[config.mk]
export PLATFORM = sky130hd
export DESIGN_NAME = log_barrel_shifter
export DESIGN_NICKNAME = d
export VERILOG_FILES = /design/src/rtl/bsh_pkg.sv /design/src/rtl/bsh_sel4.sv /design/src/rtl/bsh_catch.sv /design/src/rtl/bsh_stage.sv /design/src/rtl/log_barrel_shifter.sv
export SDC_FILE = /design/constraint.sdc
export NUM_CORES = 1
export LEC_CHECK = 0
export BUFFER_PORTS_ARGS = -buffer_cell sky130_fd_sc_hd__buf_2
export CAP_MARGIN = 20
export CELL_PAD_IN_SITES_DETAIL_PLACEMENT = 1
export CELL_PAD_IN_SITES_GLOBAL_PLACEMENT = 2
export CORE_UTILIZATION = 27
export DETAILED_ROUTE_END_ITERATION = 8
export PLACE_DENSITY_LB_ADDON = 0.1
export SLEW_MARGIN = 40
export SYNTH_ARGS = -nofsm -noshare
export SYNTH_HDL_FRONTEND = slang
export SYNTH_SLANG_ARGS = --single-unit
[constraint.sdc]
create_clock -name clk -period 2.55 [get_ports clk]
set_clock_uncertainty 0.1 [all_clocks]
set_input_delay 0.255 -clock clk [delete_from_list [all_inputs] [get_ports clk]]
set_output_delay 0.255 -clock clk [all_outputs]
set_load 0.02 [all_outputs]
[src/rtl/bsh_pkg.sv]
package bsh_pkg;
  typedef enum logic [1:0] {
    OP_LOGIC  = 2'b00,
    OP_ARITH  = 2'b01,
    OP_ROTATE = 2'b10,
    OP_RSVD   = 2'b11
  } bsh_op_e;
endpackage

[src/rtl/bsh_sel4.sv]
// Four-input bit selector: sel 00->a, 01->b, 10->c, 11->d
module bsh_sel4 (
  input  logic [1:0] sel,
  input  logic       a,
  input  logic       b,
  input  logic       c,
  input  logic       d,
  output logic       y
);
  always_comb begin
    unique case (sel)
      2'b00:   y = a;
      2'b01:   y = b;
      2'b10:   y = c;
      default: y = d;
    endcase
  end
endmodule

[src/rtl/bsh_catch.sv]
// Two-input catch selector: sel 1 -> a (wrapped bit), sel 0 -> b (fill)
module bsh_catch (
  input  logic sel,
  input  logic a,
  input  logic b,
  output logic y
);
  assign y = sel ? a : b;
endmodule

[src/rtl/bsh_stage.sv]
// One fixed-distance stage of the cascade.
module bsh_stage #(
  parameter int W    = 8,
  parameter int DIST = 4
) (
  input  logic [W-1:0] in_w,
  input  logic         en,
  input  logic         dir,
  input  logic         rot,
  input  logic         ari,
  output logic [W-1:0] out_w
);
  // Right-shift fill when not rotating: sign bit in arithmetic mode, else zero
  logic fill_r;
  assign fill_r = ari & in_w[W-1];

  for (genvar i = 0; i < W; i++) begin : g_bit
    logic from_lo;  // source for a move toward MSB
    logic from_hi;  // source for a move toward LSB

    if (i >= DIST) begin : g_lo_in
      assign from_lo = in_w[i-DIST];
    end else begin : g_lo_catch
      bsh_catch u_catch_l (
        .sel (rot),
        .a   (in_w[W-DIST+i]),
        .b   (1'b0),
        .y   (from_lo)
      );
    end

    if (i + DIST < W) begin : g_hi_in
      assign from_hi = in_w[i+DIST];
    end else begin : g_hi_catch
      bsh_catch u_catch_r (
        .sel (rot),
        .a   (in_w[i+DIST-W]),
        .b   (fill_r),
        .y   (from_hi)
      );
    end

    bsh_sel4 u_sel (
      .sel ({en, dir}),
      .a   (in_w[i]),
      .b   (in_w[i]),
      .c   (from_lo),
      .d   (from_hi),
      .y   (out_w[i])
    );
  end
endmodule

[src/rtl/log_barrel_shifter.sv]
module log_barrel_shifter #(
  parameter int W  = 8,
  parameter int SW = $clog2(W)
) (
  input  logic          clk,
  input  logic          rst,
  input  logic [W-1:0]  din,
  input  logic [SW-1:0] amt,
  input  logic          dir,
  input  logic [1:0]    op,
  output logic [W-1:0]  dout
);
  import bsh_pkg::*;

  logic rot, ari;
  assign rot = (bsh_op_e'(op) == OP_ROTATE);
  assign ari = (bsh_op_e'(op) == OP_ARITH) & dir;

  // chain[0] is the input, chain[SW] the shifted result
  logic [W-1:0] chain [SW+1];
  assign chain[0] = din;

  for (genvar k = 0; k < SW; k++) begin : g_stage
    localparam int BIT = SW - 1 - k;
    bsh_stage #(.W(W), .DIST(1 << BIT)) u_stage (
      .in_w  (chain[k]),
      .en    (amt[BIT]),
      .dir   (dir),
      .rot   (rot),
      .ari   (ari),
      .out_w (chain[k+1])
    );
  end

  logic vld;
  always_ff @(posedge clk) begin
    if (rst) begin
      dout <= '0;
      vld  <= 1'b0;
    end else begin
      dout <= chain[SW];
      vld  <= 1'b1;
    end
  end

  // reset leaves the register cleared
  p_reset_clear_r1: assert property (@(posedge clk) disable iff (rst)
    $fell(rst) |-> dout == '0);

  // zero distance is the identity
  p_zero_amt_r3: assert property (@(posedge clk) disable iff (rst)
    vld && $past(amt) == '0 |-> dout == $past(din));

  // rotation loses no bit
  p_rot_pop_r8: assert property (@(posedge clk) disable iff (rst)
    vld && $past(op) == 2'b10 |-> $countones(dout) == $countones($past(din)));

  // arithmetic right keeps the sign
  p_ari_sign_r6: assert property (@(posedge clk) disable iff (rst)
    vld && $past(op) == 2'b01 && $past(dir) |-> dout[W-1] == $past(din[W-1]));

  // non-rotating left shift brings a zero into bit 0
  p_left_fill_r4: assert property (@(posedge clk) disable iff (rst)
    vld && !$past(dir) && $past(op) != 2'b10 && $past(amt) != '0 |-> dout[0] == 1'b0);

  // logical right shift brings a zero into the MSB
  p_right_fill_r5: assert property (@(posedge clk) disable iff (rst)
    vld && $past(dir) && ($past(op) == 2'b00 || $past(op) == 2'b11) && $past(amt) != '0
    |-> dout[W-1] == 1'b0);
endmodule

# Word level (Yosys, flattened, before mapping)
# Cells that the tools add are included.
# Widths: inputs -> output; s select.
op_classes:
  eq_ne: 8
  mux: 38
  bitwise: 4
  reduce_logical: 6
op_table:
  columns: ["operator", "n"]
  rows:
  - ["$pmux 1 s2", 24]
  - ["$mux 1", 14]
  - ["$eq 2x1->1 const B", 4]
  - ["$eq 2x2->1 const B", 4]
  - ["$logic_not 2->1", 3]
  - ["$reduce_or 2->1", 3]
  - ["$and 1x1->1", 4]
totals:
  regBits: 8
  inputBits: 16
  out_inout_bits: 8

# Logic depth before layout (Yosys ltp)
depth:
  ltp_word: 11
  ltp_mapped: 7
  ltp_nobuf: 5

# Hierarchy
# A second synthesis with hierarchy kept.
unflattened:
  cells_unflattened: 62
  area_unflattened_um2: 1006.0
modules_own_cells:
  columns: ["module", "instances", "cells_each", "area_per_inst_um2"]
  rows:
  - ["bsh_sel4", 24, 1, 22.5]
  - ["log_barrel_shifter", 1, 18, 225.2]
  - ["bsh_catch", 14, 1, 15.0]
  - ["bsh_stage", 3, 2, 10.0]

# Least setup slack after synthesis
# No wires, ideal clock.
synth_path:
  kind: "input to register"
  startpoint: "in amt[2]"
  endpoint: "reg dout[6]"
  t_arrival_ns: 1.343
  slack_ns: 0.969
  cell_stages: 6
  path_buffers: 1
  cell_sequence: "buf_4 -> mux2i_1 -> o21ai_1 -> a2111o_1 -> a21oi_1 -> o221ai_1"
synth_via:
  elab_chain_len: 7
  elab_cells_between_ends: 18
synth_lines:
  columns: ["item", "line", "rtl"]
  rows:
  - ["start, declared", "log_barrel_shifter.sv:8", "input logic [SW-1:0] amt,"]
  - ["$eq 2x1->1 or $logic_not 2->1 (tied branches)", "bsh_sel4.sv:11", "unique case (sel)"]
  - ["$reduce_or 2->1 (no source line)", null, null]
  - ["$pmux 1 s2", "bsh_sel4.sv:11", null]
  - ["$and 1x1->1", "bsh_stage.sv:15", "assign fill_r = ari & in_w[W-1];"]
  - ["$mux 1", "bsh_catch.sv:8", "assign y = sel ? a : b;"]
  - ["$pmux 1 s2", "bsh_sel4.sv:11", null]
  - ["$pmux 1 s2 *", "bsh_sel4.sv:11", null]
  - ["end signal, assigned", "log_barrel_shifter.sv:41", "dout <= chain[SW];"]
  - ["end, declared", "log_barrel_shifter.sv:11", "output logic [W-1:0] dout"]
# Every way passes the cells marked *; elsewhere a longest branch is shown, timed or not.
# A chain may end at the register's enable or synchronous reset.

# Worst setup path in the final report
layout_path:
  startpoint: "in amt[2]"
  endpoint: "reg dout[1]"
layout_via:
  elab_chain_len: 6
  elab_cells_between_ends: 17
layout_lines:
  columns: ["item", "line"]
  rows:
  - ["$eq 2x1->1 or $logic_not 2->1 (tied branches)", "bsh_sel4.sv:11"]
  - ["$reduce_or 2->1 (no source line)", null]
  - ["$pmux 1 s2", "bsh_sel4.sv:11"]
  - ["$mux 1", "bsh_catch.sv:8"]
  - ["$pmux 1 s2", "bsh_sel4.sv:11"]
  - ["$pmux 1 s2 *", "bsh_sel4.sv:11"]
# Marked as above.

==> results.toml <==
[run_status]
status = "finished clean"

[clock_network]
clock_sinks = 8
holdBufCountCts = 0
cts_tree = "done"
cts-resized-gates = 0
cts.path.max_buffers = 2
post_cts_buffers = 0
cts_max_level = 1
numCtsBuffers = 3
cts-root-buf = "clkbuf_8"
clkTransAtPathRegs_ns = 0.04

[synthesis]
synthFlopType = "dfxtp_1"
synth-seq-cells = 8
synth_edf_count = 0
avgSynthCellArea_um2 = 7.46
synth.distinct_cells = 59
netlist_instances = 147
async_flop_share_pct = 0
synth.yosys.seq_area_share_pct = 14.6
synth_nets = 163
ys_warn_count = 0
netlist_area_um2 = 1100

[place]
placed_cells = 212
placed_area_um2 = 1250
portBuffers = 23
place_ws_ns = 0.514
hpwl_mm = 3.09
gp_congestion = 0.782

[floorplanning]
die_h_um = 65.7
core_um2 = 3770
io_pins = 24
die_area_um2 = 4320
die_x_um = 65.7
row_count = 22
start_util_pct = 29.1

[finish]
largest-register = "dout"
design_area_um2 = 1290
largestRegisters = "dout x8"
num_antenna_cells = 0
layout.cells.non_filler = 215
largest_reg_flops = 8
final_cell_mix = "buf_2, o21ai_0, nand2_1"
nNetsFinal = 185
syn2layout_area_growth_pct = 17.5
final_common_cell = "buf_2"
layout-drive-gt1-share_pct = 26.3
fin_util_pct = 34.1

[job]
drv_cap = 0

[hold_path]
worstHoldPathCells = 2
worstHoldPathType = "input pin to register"

[sta]
grt_setup_unrepaired = "false"
max_freq_ghz = 0.546
hold_slack_ns = 0.268
worst_slack_ns = 0.719
hold_viol = 0
fin_setup_tns_ns = 0
min_period_over_period_pct = 71.8
slew_headroom_pct = 64.9
min_period_ns = 1.83
tightest_slew_ns = 0.524
slew_viol_final = 0
setup_viol = 0

[setup_path]
critPathKind = "input pin to register"
cp.arrival_ns = 1.86
crit_fanout = 21
cp.required_ns = 2.57
startpoint_type = "input pin"
end_kind = "register"

[route]
vias_per_cell = 5.91
routed_wirelength_mm = 3.80
drt_pass1_iterations = 4
wl_per_cell_um = 17.7
vias = 1270
ant_nets = 0
drc_errors = 0
drt_iter0_markers = 37

[global_routing]
grt_max_degree = 22
overflow = 0
antenna_found_initial = 0
grt_pass1_wl_mm = 6.24
grt_pass1_vias = 1288
gr-usage-all-layers_pct = 18.6

[power_and_ir_drop]
ir_drop_uv = 102
p_total_mw = 0.497
p_leak_nw = 0.503
powerDensity_nw_per_um2 = 386
[synth_stat cells (4+ instances only)]
cell       n  area [um^2]
o21ai_0   13         65.1
nand2_1   11         41.3
nor2_1    10         37.5
a21oi_1    8         40.0
dfxtp_1    8          160
nor2b_1    7         43.8
a211oi_1   6         45.0
clkbuf_1   4         15.0
mux2i_1    4         40.0
nand3_1    4         20.0
[critical path: stages]
cell and delay, ns:
buf_2 0.31, and2_1 0.23, a21boi_0 0.36, nor2_1 0.08, mux4_2 0.47, o32ai_1 0.14
[per-layer routing]
metal,vias up,share of wire (%),GRT usage (%)
met5,-,0,0
met4,0,0,2.99
met3,0,3.9,2.26
met2,29,49,31.5
met1,627,47,25.1
li1,614,-,-
[cell families after synthesis]
kind of cell | Yosys count | share of synthesized area (%)
and+or+nand+nor | 53 | 28.2
DFF | 8 | 14.6
buffers and inverters | 15 | 7.08
AOI/OAI and AO/OA | 64 | 42.4
muxes | 7 | 7.76
[final timing paths]
path,start,endpoint,slack [ns]
setup / recovery,amt[2],dout[1],0.72
hold / removal,amt[0],dout[2],0.27
[layout make-up]
cell class,count,area [um^2]
inverter,4,15.0
tap,48,60.1
fill,486,2480
clock buffer,3,41.3
multi-input combinational,124,858
sequential,8,160
timing repair buffer,28,153
[report_power, final]
group	switching [mW]	internal, mW
clock network	0.0455	0.102
logic	0.131	0.0783
registers	0.00235	0.138
Note: power is estimated with default switching activity, not from simulation.
